<file path="config.mk">
export PLATFORM = sky130hd
export DESIGN_NAME = linkspill_unit
export DESIGN_NICKNAME = d
export VERILOG_FILES = /design/src/rtl/linkspill_pkg.sv /design/src/rtl/linkspill_ctrl.sv /design/src/rtl/linkspill_dp.sv /design/src/rtl/linkspill_unit.sv
export SDC_FILE = /design/constraint.sdc
export NUM_CORES = 1
export LEC_CHECK = 0
export ABC_AREA = 1
export BUFFER_PORTS_ARGS = -buffer_cell sky130_fd_sc_hd__buf_2
export CORE_AREA = 5 5 114 116
export DETAILED_ROUTE_END_ITERATION = 10
export DIE_AREA = 0 0 119 121
export HOLD_SLACK_MARGIN = 0.08
export PLACE_DENSITY = 0.76
export SETUP_SLACK_MARGIN = 0.05
export SYNTH_ARGS = -nofsm -noshare
export SYNTH_HDL_FRONTEND = slang
export SYNTH_SLANG_ARGS = --single-unit
</file>
<file path="constraint.sdc">
create_clock -name clk -period 1.41 [get_ports clk]
set_input_delay 0.0705 -clock clk [delete_from_list [all_inputs] [get_ports clk]]
set_output_delay 0.0705 -clock clk [all_outputs]
set_load 0.1 [all_outputs]
</file>
<file path="src/rtl/linkspill_pkg.sv">
package linkspill_pkg;

  typedef enum logic [2:0] {
    ST_IDLE,
    ST_PUSH_LO,
    ST_PUSH_HI,
    ST_POP_HI,
    ST_POP_LO
  } lsState_e;

  // strobes from control to datapath
  typedef struct packed {
    logic takeCall;   // load pc/link for a fast call, latch old link for spill
    logic takeRet;    // load pc from link
    logic takeJump;   // load pc from jump target
    logic xferOn;     // a memory transfer is presented
    logic xferWrite;  // transfer is a push
    logic hiWord;     // transfer carries the upper part of the address
    logic spUp;       // post-increment after an acknowledged push
    logic spDown;     // commit pre-decrement after an acknowledged pop
    logic grabHi;     // hold upper word from the first pop
    logic fillLink;   // rebuild link from both popped words
  } lsCtrl_t;

endpackage

</file>
<file path="src/rtl/linkspill_ctrl.sv">
module linkspill_ctrl
  import linkspill_pkg::*;
(
  input  logic    clk,
  input  logic    rstN,
  input  logic    callReq,
  input  logic    retReq,
  input  logic    jumpReq,
  input  logic    memAck,
  output lsCtrl_t ctrl,
  output logic    busy
);

  lsState_e stateQ, stateD;

  always_ff @(posedge clk or negedge rstN) begin
    if (!rstN) stateQ <= ST_IDLE;
    else       stateQ <= stateD;
  end

  assign busy = (stateQ != ST_IDLE);

  always_comb begin
    ctrl   = '0;
    stateD = stateQ;
    unique case (stateQ)
      ST_IDLE: begin
        if (callReq) begin
          ctrl.takeCall = 1'b1;
          stateD        = ST_PUSH_LO;
        end else if (retReq) begin
          ctrl.takeRet = 1'b1;
          stateD       = ST_POP_HI;
        end else if (jumpReq) begin
          ctrl.takeJump = 1'b1;
        end
      end
      ST_PUSH_LO: begin
        ctrl.xferOn    = 1'b1;
        ctrl.xferWrite = 1'b1;
        if (memAck) begin
          ctrl.spUp = 1'b1;
          stateD    = ST_PUSH_HI;
        end
      end
      ST_PUSH_HI: begin
        ctrl.xferOn    = 1'b1;
        ctrl.xferWrite = 1'b1;
        ctrl.hiWord    = 1'b1;
        if (memAck) begin
          ctrl.spUp = 1'b1;
          stateD    = ST_IDLE;
        end
      end
      ST_POP_HI: begin
        ctrl.xferOn = 1'b1;
        ctrl.hiWord = 1'b1;
        if (memAck) begin
          ctrl.spDown = 1'b1;
          ctrl.grabHi = 1'b1;
          stateD      = ST_POP_LO;
        end
      end
      ST_POP_LO: begin
        ctrl.xferOn = 1'b1;
        if (memAck) begin
          ctrl.spDown   = 1'b1;
          ctrl.fillLink = 1'b1;
          stateD        = ST_IDLE;
        end
      end
      default: stateD = ST_IDLE;
    endcase
  end

endmodule

</file>
<file path="src/rtl/linkspill_dp.sv">
module linkspill_dp
  import linkspill_pkg::*;
#(
  parameter int unsigned ADDR_W   = 22,
  parameter int unsigned WORD_W   = 16,
  parameter int unsigned SP_W     = 16,
  parameter logic [ADDR_W-1:0] PC_RST   = '0,
  parameter logic [ADDR_W-1:0] LINK_RST = '0,
  parameter logic [SP_W-1:0]   SP_RST   = '0
) (
  input  logic              clk,
  input  logic              rstN,
  input  lsCtrl_t           ctrl,
  input  logic [ADDR_W-1:0] callTarget,
  input  logic [ADDR_W-1:0] retAddr,
  input  logic [ADDR_W-1:0] jumpTarget,
  input  logic [WORD_W-1:0] memRdata,
  output logic [ADDR_W-1:0] pc,
  output logic [ADDR_W-1:0] linkReg,
  output logic [SP_W-1:0]   sp,
  output logic              memReq,
  output logic              memWe,
  output logic [SP_W-1:0]   memAddr,
  output logic [WORD_W-1:0] memWdata
);

  localparam int unsigned HI_W  = ADDR_W - WORD_W;
  localparam int unsigned PAD_W = WORD_W - HI_W;

  logic [ADDR_W-1:0] pcQ, linkQ, spillQ;
  logic [HI_W-1:0]   hiQ;
  logic [SP_W-1:0]   spQ;
  logic [WORD_W-1:0] hiWordOut;

  always_ff @(posedge clk or negedge rstN) begin
    if (!rstN) begin
      pcQ    <= PC_RST;
      linkQ  <= LINK_RST;
      spillQ <= LINK_RST;
      hiQ    <= '0;
      spQ    <= SP_RST;
    end else begin
      if (ctrl.takeCall) begin
        pcQ    <= callTarget;
        linkQ  <= retAddr;
        spillQ <= linkQ;
      end else if (ctrl.takeRet) begin
        pcQ <= linkQ;
      end else if (ctrl.takeJump) begin
        pcQ <= jumpTarget;
      end
      if (ctrl.spUp)        spQ <= spQ + SP_W'(1);
      else if (ctrl.spDown) spQ <= spQ - SP_W'(1);
      if (ctrl.grabHi)   hiQ   <= memRdata[HI_W-1:0];
      if (ctrl.fillLink) linkQ <= {hiQ, memRdata};
    end
  end

  // upper part of the spilled address, zero-extended to a word
  generate
    if (PAD_W == 0) begin : g_noPad
      assign hiWordOut = spillQ[ADDR_W-1:WORD_W];
    end else begin : g_pad
      assign hiWordOut = {{PAD_W{1'b0}}, spillQ[ADDR_W-1:WORD_W]};
    end
  endgenerate

  assign memReq   = ctrl.xferOn;
  assign memWe    = ctrl.xferWrite;
  assign memAddr  = ctrl.xferWrite ? spQ : (spQ - SP_W'(1));
  assign memWdata = ctrl.hiWord ? hiWordOut : spillQ[WORD_W-1:0];

  assign pc      = pcQ;
  assign linkReg = linkQ;
  assign sp      = spQ;

endmodule

</file>
<file path="src/rtl/linkspill_unit.sv">
module linkspill_unit
  import linkspill_pkg::*;
#(
  parameter int unsigned ADDR_W   = 22,
  parameter int unsigned WORD_W   = 16,
  parameter int unsigned SP_W     = 16,
  parameter logic [ADDR_W-1:0] PC_RST   = '0,
  parameter logic [ADDR_W-1:0] LINK_RST = '0,
  parameter logic [SP_W-1:0]   SP_RST   = 16'h0100
) (
  input  logic              clk,
  input  logic              rstN,
  input  logic              callReq,
  input  logic [ADDR_W-1:0] callTarget,
  input  logic [ADDR_W-1:0] retAddr,
  input  logic              retReq,
  input  logic              jumpReq,
  input  logic [ADDR_W-1:0] jumpTarget,
  output logic [ADDR_W-1:0] pc,
  output logic [ADDR_W-1:0] linkReg,
  output logic [SP_W-1:0]   sp,
  output logic              busy,
  output logic              memReq,
  output logic              memWe,
  output logic [SP_W-1:0]   memAddr,
  output logic [WORD_W-1:0] memWdata,
  input  logic [WORD_W-1:0] memRdata,
  input  logic              memAck
);

  lsCtrl_t ctrl;

  linkspill_ctrl ctrl_i (
    .clk     (clk),
    .rstN    (rstN),
    .callReq (callReq),
    .retReq  (retReq),
    .jumpReq (jumpReq),
    .memAck  (memAck),
    .ctrl    (ctrl),
    .busy    (busy)
  );

  linkspill_dp #(
    .ADDR_W   (ADDR_W),
    .WORD_W   (WORD_W),
    .SP_W     (SP_W),
    .PC_RST   (PC_RST),
    .LINK_RST (LINK_RST),
    .SP_RST   (SP_RST)
  ) dp_i (
    .clk        (clk),
    .rstN       (rstN),
    .ctrl       (ctrl),
    .callTarget (callTarget),
    .retAddr    (retAddr),
    .jumpTarget (jumpTarget),
    .memRdata   (memRdata),
    .pc         (pc),
    .linkReg    (linkReg),
    .sp         (sp),
    .memReq     (memReq),
    .memWe      (memWe),
    .memAddr    (memAddr),
    .memWdata   (memWdata)
  );

endmodule

</file>
==> results of run 1 <==
## timing repair
action,4_1_cts
gates resized for setup,258
hold endpoints to repair,139
hold buffers,61
setup buffers,43
pin swaps,57
cloned,26
endpoints found under the setup margin,140
## kinds of logic after synthesis
group,synth area share
AO/OA/AOI/OAI,0.178
XOR/XNOR,0.0131
adder cells (fa/ha/maj),0.00466
buffers and inverters,0.0959
flip-flops,0.425
AND/OR/NAND/NOR,0.284
## cell usage after synthesis (8+ instances only)
master	count
nand3_1	38
nor2_1	81
dfrtp_1	90
a21oi_1	46
o211ai_1	27
nand2_1	193
inv_1	70
or2_2	14
xor2_1	8
o22ai_1	8
buf_2	21
o21ai_0	65
o21ai_1	15
## through the flow
| step | utilization | area, sq um | instances | hold WS (ns) | worst slack, ns |
|---|---|---|---|---|---|
| detailed placement | 0.697 | 8240 | 1104 | 0.0789 | -0.170 |
| CTS | 0.924 | 10900 | 1250 | 0.0817 | -0.475 |
| global placement | 0.697 | 8240 | 1104 | 0.0822 | -0.137 |
| floorplan | - | 6200 | 740 | -0.225 | -0.539 |
==> metrics.cfg, run 1 <==
[logic_synthesis]
synth_area_sq_mm=0.00536
syn_nets=830
synth_top_area_cell=dfrtp_1
synth-edff-count=0
synth_flop_cell=dfrtp_1
yosys_warnings=0
synth_area_leaders=dfrtp_1 (42%), nand2_1 (14%), o21ai_0 (6.1%), nor2_1 (5.7%), inv_1 (4.9%)
synth_seq_area_share=0.425
ys_async_sr_fraction=1.00
synth_cells=740
yosys_register_bits=91
synth_cell_types=38
avgSynthCellArea_sq_um=7.25
yosys.area.top_type_share=0.420

[global_route]
grt_start_max_net_pins=47

[outcome]
haltStage=5_1_grt
error_message=[ERROR DPL-0038] Utilization greater than 100%, impossible to legalize
outcome=aborted with a tool error

[placed_design]
place.gp.congestion=0.884
portBuffers=182
place_hpwl_um=14200

[floorplanning]
io_pins=183
chipWidth_um=119
rows=40
die_h_um=121
initial_core_util=0.454

[clock_network]
cts_max_level=3
clockRootBuffer=clkbuf_16
clockBufferDepth=2
numCtsBuffers=9
cts_sinks=91

[timing]
grt-worst-endpoint=memAddr[13]
worst-ep-kind=top-level output

==> run 2, diff against run 1 <==
Settings changed: CORE_AREA 5 5 114 116 to 5 5 130 132, DIE_AREA 0 0 119 121 to 0 0 135 137, HOLD_SLACK_MARGIN 0.08 to not set, PLACE_DENSITY 0.76 to not set, PLACE_DENSITY_LB_ADDON set to 0.15, SETUP_SLACK_MARGIN 0.05 to not set.
Clock period 1.41 ns to 1.85 ns, I/O delays scaled along.
==> run 2 against run 1 <==
  * The flow now finishes, with violations (setup timing)
  * Area after synthesis unchanged
  * Synthesized cell count unchanged
==> metrics.cfg, run 2 <==
[timing]
layout_min_cycle_time_ns=1.92
setup-violations-final=8
fmax_ghz=0.521
rsz0062_at_grt=yes
setup_tns_ns=-0.197
hold_viol_final=0
worstMarginPinSlew_ns=0.508
setup_slack_ns=-0.0678
fin_crit_sh=1.04
final_max_slew_viol_count=0
slew_headroom=0.664
clock_skew_ns=0.0110

[layout]
fillCellCount=1566
areaGrowthSynthToFinish_pct=51.1
finalNetCount=1035
diodes=0
layout_commonest_cell=nand2_1
final_cell_mix=nand2_1 (182), buf_2 (148), dfrtp_1 (75)
drive_above_1_share=0.396

[clock_network]
worstSkewPairLatency_ns=0.34
tritoncts=done
clkTransAtPathRegs_ns=0.07
cts_max_level=3
numCtsBuffers=9
cts_sinks=91
clockBufferDepth=2
clockRootBuffer=clkbuf_16

[floorplanning]
die_h_um=137
io_pins=183
chipWidth_um=135
rows=46
die_area_sq_mm=0.0185
initial_core_util=0.344
core_sq_mm=0.0156

[setup_path]
critPathBufInv=1
path_class=flip-flop to output pin
crit_arrival_ns=1.83
start_kind=flip-flop
worstPathMaxFanout=4
endpoint_kind=output pin
crit_family=flip-flops
crit_path_frequent_cell=nor2_4
crit_chain=nor2_4, nand2_2, nor2_4, nand3_4, a31oi_4, buf_12
crit_required_ns=1.76
crit_path_max_incr_delay_ns=0.52
slowest_stage=dfrtp_4

[routing]
ant_nets=0
wl_per_cell_um=16.5
routed_wl_um=19200
first_pass_iters=5
vias=5700
drc=0
drt-initial-drc-count=366
vias_per_cell=4.89

[logic_synthesis]
yosys.area.top_type_share=0.420
synth_area_leaders=dfrtp_1 (42%), nand2_1 (14%), o21ai_0 (6.1%), nor2_1 (5.7%), inv_1 (4.9%)
synth_top_area_cell=dfrtp_1
yosys_register_bits=91
synth_flop_cell=dfrtp_1
synth.most_common_cell=nand2_1
yosys_warnings=0
synth_cell_types=38
synth_seq_area_share=0.425
synth_top_cells_by_count=nand2_1 (193), dfrtp_1 (90), nor2_1 (81), inv_1 (70), o21ai_0 (65)
ys_async_sr_fraction=1.00
synth-edff-count=0
avgSynthCellArea_sq_um=7.25
synth_cells=740
syn_nets=830
synth_area_sq_mm=0.00536

[global_route]
grt_pass1_wl_um=29700
grt_start_max_net_pins=51
grt_remaining_overflow=0
first_global_vias=5415
grt_use_total=0.206
antenna_found_initial=0

[placed_design]
portBuffers=182
place_hpwl_um=14000
place.gp.congestion=0.865

[run]
cap_violations=0

[outcome]
violations=setup timing
outcome=finished with violations

[worst_hold_path]
min_path_type=input pin to flip-flop

-- run 2: cell counts after synthesis --
Identical to the previous run, type by type.
-- run 2: what timing repair did --
item | CTS | global route
hold buffers | 1 | 0
gates cloned | 1 | 1
hold endpoints to repair | 25 | 0
setup endpoints to repair | 21 | 51
setup buffers | 28 | 8
pin swaps | 13 | 20
resized for setup | 31 | 37
-- run 2: cell type report --
type                    instances  area (sq um)  share of cell area
multi-input cells             532          2970               0.367
flip-flops and latches         91          2330               0.287
repair buffers                234          1900               0.234
inverters                      77           318              0.0392
well taps                     216           270              0.0333
clock buffers                   9           225              0.0278
clock inverters                 6          97.6              0.0120
-- run 2: path summary, 6_finish.rpt --
| path | from | to | slack, ns | depth (start not counted) |
|---|---|---|---|---|
| min in group asynchronous | rstN | dp_i.sp[9]$_DFFE_PN0P_ | 0.21 | 2 |
| worst max-delay path | dp_i.sp[5]$_DFFE_PN0P_ | memAddr[12] | -0.07 | 6 |
| worst min-delay path | memRdata[15] | dp_i.linkReg[15]$_DFFE_PN0P_ | 0.02 | 3 |
| worst max register to register | dp_i.sp[0]$_DFFE_PN0P_ | dp_i.sp[8]$_DFFE_PN1P_ | 0.07 | 12 |
| max in group asynchronous | rstN | dp_i.linkReg[2]$_DFFE_PN0P_ | 1.03 | 3 |
| worst min register to register | dp_i.spillQ[1]$_DFFE_PN0P_ | dp_i.spillQ[1]$_DFFE_PN0P_ | 0.49 | 2 |
-- run 2: logic make-up (layout without fill, tap and decap cells) --
kind of cell / count (synthesis) / count (layout) / synth area share
and+or+nand+nor: 351 / 351 / 0.284
AOI/OAI and AO/OA: 171 / 171 / 0.178
buffers and inverters: 117 / 326 / 0.0959
DFF: 91 / 91 / 0.425
xor gates and xnor gates: 8 / 8 / 0.0131
adders and majority gates: 2 / 2 / 0.00466
-- run 2: per-layer routing --
metal	share of wire	vias up	track usage
met5	0	-	0
met4	0.016	0	0.0616
met3	0.065	23	0.0401
met2	0.45	196	0.304
met1	0.47	2658	0.304
li1	-	2823	-
-- run 2: worst reg2reg max path, stage by stage, from the launching register on --
cell and delay [ns]:
dfrtp_4 0.49, inv_4 0.09, ha_4 0.17, nand2_2 0.08
o21ai_2 0.13, nand3_2 0.10, buf_4 0.14, buf_4 0.12
buf_4 0.12, buf_4 0.12, nand2_1 0.06, nand2_1 0.05
nand2_1 0.06
-- run 2: per-stage QoR --
stage                     setup WS [ns]  cell area (sq um)  utilization  hold slack, ns  std cells
after floorplan                  -0.297               5690            -          -0.203        740
after global placement            0.192               7250        0.465          0.0486       1112
after detailed placement          0.176               7250        0.465          0.0502       1112
after CTS                       -0.0633               7920        0.508         0.00545       1157
after global routing             -0.142               8110        0.520          0.0179       1165
final                           -0.0678               8110        0.520          0.0154       1165
Power of run 2 is left out: the tool's default activity adds up to more than one toggle a clock period on the data nets, which glitch-free logic cannot reach.
==> run 3, diff against run 2 <==
Settings changed: ABC_AREA 1 to not set, CORE_AREA 5 5 130 132 to 5 5 139 115, DIE_AREA 0 0 135 137 to 0 0 144 120.
==> run 3 against run 2 <==
  * The run still ends with setup timing left
  * Die area down 6.6%
  * Worst hold slack improved by 0.0041 ns
  * Fmax fell by 26%
  * Area after synthesis fell by 8.3%
  * Synthesized cell count down 36%
  * Clock-buffer cell count is 2 higher
  * Routed wire length decreased by 16%
  * Utilization is 5.9 points higher
  * Sequential cell count unchanged
  * Sequential share of layout area decreased by 1.2 points
  * Worst setup slack worse by 0.67 ns
==> metrics.cfg, run 3 <==
[placed_design]
portBuffers=182
place_hpwl_um=11900
place.gp.congestion=0.861

[global_route]
grt_start_max_net_pins=49
first_global_vias=4684
antenna_found_initial=0
grt_use_total=0.183
grt_pass1_wl_um=24900
grt_remaining_overflow=0

[logic_synthesis]
ys_async_sr_fraction=1.00
synth_area_sq_mm=0.00492
yosys.area.top_type_share=0.458
synth_flop_cell=dfrtp_1
synth_cells=472
synth_seq_area_share=0.463
synth-edff-count=0
synth.most_common_cell=dfrtp_1
yosys_warnings=0
syn_nets=562
avgSynthCellArea_sq_um=10.4
synth_top_area_cell=dfrtp_1
synth_cell_types=49
synth_top_cells_by_count=dfrtp_1 (90), mux2i_1 (44), nand2_1 (40), o21ai_0 (35), mux2_2 (34)
yosys_register_bits=91
synth_area_leaders=dfrtp_1 (46%), mux2i_1 (9.0%), mux2_2 (7.8%), o21ai_0 (3.6%), a21o_1 (3.5%)

[routing]
routed_wl_um=16000
wl_per_cell_um=17.3
drc=0
vias_per_cell=4.88
drt-initial-drc-count=202
vias=4529
first_pass_iters=4
ant_nets=0

[worst_hold_path]
min_path_type=input pin to flip-flop
hold_depth=3
holdPathEnd=dp_i.linkReg[1]$_DFFE_PN0P_
hold_path_startpoint=memRdata[1]

[setup_path]
reg2reg_slack_ns=-0.41
cp-startpoint=dp_i.sp[4]$_DFFE_PN0P_
worstReg2RegEnd=dp_i.sp[15]$_DFFE_PN0P_
crit_chain=nor4_4, nor4b_4, or4b_4, nor2_4, xor2_4, buf_12
crit_arrival_ns=2.50
reg2reg_depth=7
worstPathMaxFanout=2
path_class=flip-flop to output pin
crit_path_max_incr_delay_ns=0.53
reg2reg_from=dp_i.sp[4]$_DFFE_PN0P_
endpoint_kind=output pin
start_kind=flip-flop
crit_required_ns=1.76
critPathBufInv=1
crit_family=simple AND/OR/NAND/NOR gates
slowest_stage=or4b_4

[layout]
final_util=0.578
register_area_sq_mm=0.00232
diodes=0
areaGrowthSynthToFinish_pct=71.2
fillCellCount=1216
multi_input_area_sq_mm=0.00313
final_cell_mix=buf_2 (146), dfrtp_1 (76), buf_4 (60)
drive_above_1_share=0.568
layout_commonest_cell=buf_2
finalNetCount=824

[clock_network]
clkTransAtPathRegs_ns=0.06
clockBufferDepth=2
cts_sinks=91
numCtsBuffers=9
clockRootBuffer=clkbuf_16
cts_max_level=3
tritoncts=done
worstSkewPairLatency_ns=0.33

[floorplanning]
core_sq_mm=0.0146
rows=40
io_pins=183
chipWidth_um=144
die_area_sq_mm=0.0173
die_h_um=120
initial_core_util=0.338

[timing]
clock_skew_ns=0.00355
fmax_ghz=0.386
layout_min_cycle_time_ns=2.59
slew_headroom=0.658
setup-violations-final=25
hold_viol_final=0
rsz0062_at_grt=yes
fin_crit_sh=1.40
worstMarginPinSlew_ns=0.513
setup_slack_ns=-0.741
final_max_slew_viol_count=0

[outcome]
violations=setup timing
outcome=finished with violations

[run]
cap_violations=0

==> run 3: changes by cell type after synthesis, moves of 32 or more <==
cell / change
a21oi_1: -37
inv_1: -67
mux2_2: +34
mux2i_1: +44
nand2_1: -153
nand3_1: -32
nor2_1: -50
==> run 3: final cells by class <==
class | instances | share of cell area
clock buffers | 11 | 0.0276
repair buffers | 285 | 0.289
flip-flops and latches | 91 | 0.275
clock inverters | 5 | 0.00446
well taps | 189 | 0.0281
multi-input cells | 343 | 0.372
inverters | 4 | 0.00386
==> run 3: kinds of logic after synthesis <==
group,count (synthesis),share of synthesized area
buf+inv,38,0.0356
simple gates,129,0.138
mux,78,0.167
fa+ha+maj,2,0.00509
flops,91,0.463
xor+xnor,30,0.0534
compound gates,104,0.137
==> run 3: through the flow <==
step | cells | setup TNS (ns) | area (sq um) | worst slack, ns | hold WS [ns]
after floorplan | 472 | -9.32 | 5330 | -0.947 | -0.203
after global placement | 869 | -1.74 | 7370 | -0.347 | 0.0921
after detailed placement | 869 | -2.49 | 7370 | -0.408 | 0.101
after CTS | 918 | -7.44 | 8190 | -0.763 | 0.00332
after global routing | 928 | -10.62 | 8420 | -0.822 | 0.0000342
final | 928 | -6.86 | 8420 | -0.741 | 0.0195
==> run 3: timing repair <==
item | CTS | global route
buffers inserted | 19 | 14
endpoints found under the hold margin | 45 | 0
gates resized for setup | 56 | 45
pin swaps | 18 | 29
endpoints found under the setup margin | 32 | 95
hold buffers | 14 | 0
==> run 3: worst register-to-register path, stage by stage, from the launching register on <==
cell and delay [ns]:
dfrtp_4 0.49, nor4_4 0.30, nor4b_4 0.32, or4b_4 0.53, buf_4 0.16, buf_6 0.10, o22ai_2 0.14, xor2_1 0.15
==> run 3: layer usage <==
layer | part of all wire | track usage
met2 | 0.48 | 0.294
met5 | 0 | 0
met3 | 0.055 | 0.0426
met1 | 0.45 | 0.251
met4 | 0.011 | 0.0394
==> run 3: worst max-delay path by stage <==
stage	cells past startpoint	endpoint	slack [ns]
after global placement	6	memAddr[15]	-0.35
after detailed placement	6	memAddr[15]	-0.41
after global routing	6	memAddr[15]	-0.82
after floorplan	6	memAddr[15]	-0.95
after CTS	6	memAddr[15]	-0.76
final	6	memAddr[15]	-0.74
Power of run 3 is left out for the same reason.
==> run 4, diff against run 3 <==
Settings changed: ABC_AREA set to 1, CORE_AREA 5 5 139 115 to 5 5 145 119, DIE_AREA 0 0 144 120 to 0 0 150 124, SKIP_LAST_GASP set to 1.
==> run 4 against run 3 <==
  * Routed wire length up 26%
  * Clock skew is 0.0071 ns higher
  * Worst setup slack better by 0.65 ns
  * Non-clock buffer count is 50 lower
  * Design area decreased by 4.5%
  * Critical path depth stayed put
  * Register-to-register slack improved by 0.47 ns
  * The flow still finishes with violations (setup timing)
  * Utilization fell by 6.3 points
  * Fmax rose by 34%
==> metrics.cfg, run 4 (synthesis gave the netlist of run 2 again) <==
[outcome]
outcome=finished with violations
violations=setup timing

[global_route]
grt_start_max_net_pins=43
antenna_found_initial=5
first_global_vias=5490
grt_use_total=0.213
grt_remaining_overflow=0
grt_pass1_wl_um=30300

[routing]
drt-initial-drc-count=372
ant_nets=0
first_pass_iters=5
wl_per_cell_um=17.2
vias=5800
routed_wl_um=20200
drc=0
vias_per_cell=4.95

[floorplanning]
chipWidth_um=150
die_h_um=124
initial_core_util=0.344
core_sq_mm=0.0156
rows=41
die_area_sq_mm=0.0186
io_pins=183

[layout]
multi_input_area_sq_mm=0.00298
register_area_sq_mm=0.00233
areaGrowthSynthToFinish_pct=49.8
final_util=0.515
drive_above_1_share=0.381
final_cell_mix=nand2_1 (176), buf_2 (147), dfrtp_1 (75)
finalNetCount=1037
layout_commonest_cell=nand2_1
fillCellCount=1545

[clock_network]
clockRootBuffer=clkbuf_16
clockBufferDepth=2
numCtsBuffers=9
cts_sinks=91
cts_max_level=3
clkTransAtPathRegs_ns=0.07
worstSkewPairLatency_ns=0.34
tritoncts=done

[setup_path]
reg2reg_from=dp_i.sp[8]$_DFFE_PN1P_
worstPathMaxFanout=4
path_class=flip-flop to output pin
start_kind=flip-flop
cp-startpoint=dp_i.sp[8]$_DFFE_PN1P_
cp-endpoint=memAddr[9]
reg2reg_slack_ns=0.06
crit_arrival_ns=1.85
crit_required_ns=1.76
endpoint_kind=output pin
worstReg2RegEnd=dp_i.sp[15]$_DFFE_PN0P_
reg2reg_depth=11

[worst_hold_path]
min_path_type=input pin to flip-flop

[timing]
hold-worst-slack_ns=0.0141
hold_viol_final=0
setup_slack_ns=-0.0895
final_max_slew_viol_count=0
slew_headroom=0.645
setup-violations-final=11
setup_tns_ns=-0.456
rsz0062_at_grt=yes
fin_crit_sh=1.05
clock_skew_ns=0.0107
fmax_ghz=0.516
worstMarginPinSlew_ns=0.537
layout_min_cycle_time_ns=1.94

[placed_design]
place_hpwl_um=14900
place.gp.congestion=0.897
portBuffers=182

[run]
cap_violations=0

==> run 4: changes by cell type in the layout (fill, tap and decap cells not counted), moves of 19 or more <==
cell / change
nand2_1: +141
o211ai_1: +27
o21ai_0: +27
mux2_2: -28
nor2_1: +41
a21oi_1: +41
a21o_1: -23
a211oi_1: -19
nand3_1: +27
inv_1: +59
mux2i_1: -44
==> run 4: repair_timing <==
action | in CTS | in global routing
endpoints found under the hold margin | 35 | 0
hold buffers | 4 | 0
buffers inserted | 20 | 11
pin swaps | 10 | 12
endpoints found under the setup margin | 22 | 51
gates resized for setup | 39 | 34
gates cloned | 0 | 1
==> run 4: through the flow <==
step | area, sq um | setup WS [ns] | cells
3_5_place_dp | 7210 | 0.106 | 1115
2_1_floorplan | 5690 | -0.297 | 740
4_1_cts | 7810 | -0.107 | 1155
3_3_place_gp | 7210 | 0.136 | 1115
5_1_grt | 8040 | -0.148 | 1170
6_report | 8040 | -0.0895 | 1171
==> run 4: critical path, stage by stage (launching register included) <==
cell and delay (ns):
dfstp_4 0.65, nor2_4 0.05, or2_2 0.31, nand3_1 0.11
nand3_2 0.10, o21a_4 0.14, buf_12 0.16
==> run 4: worst min-delay path by stage <==
stage / start / to / slack (ns) / cells past startpoint
after floorplan: rstN / ctrl_i.stateQ[0]$_DFFE_PN0P_ / -0.20 / 0
final: memRdata[15] / dp_i.linkReg[15]$_DFFE_PN0P_ / 0.01 / 3
after global routing: memRdata[12] / dp_i.linkReg[12]$_DFFE_PN0P_ / 0.02 / 3
after CTS: retAddr[2] / dp_i.linkReg[2]$_DFFE_PN0P_ / 0.004 / 3
after detailed placement: rstN / dp_i.linkReg[7]$_DFFE_PN0P_ / 0.09 / 1
after global placement: rstN / dp_i.linkReg[7]$_DFFE_PN0P_ / 0.09 / 1
==> run 4: area by class of cell <==
type	count	area share
multi-input combinational	533	0.370
sequential	91	0.289
timing repair buffer	235	0.228
inverter	77	0.0399
tap	215	0.0335
clock buffer	11	0.0302
clock inverter	5	0.00778
antenna	4	0.00125
==> run 4: metal layers <==
layer	global-route usage	vias up	routed length, um
met5	0	-	21
met4	0.0583	4	283
met3	0.0702	24	1970
met2	0.320	237	9030
met1	0.297	2698	8870
li1	-	2837	-
Power of run 4 is left out for the same reason.
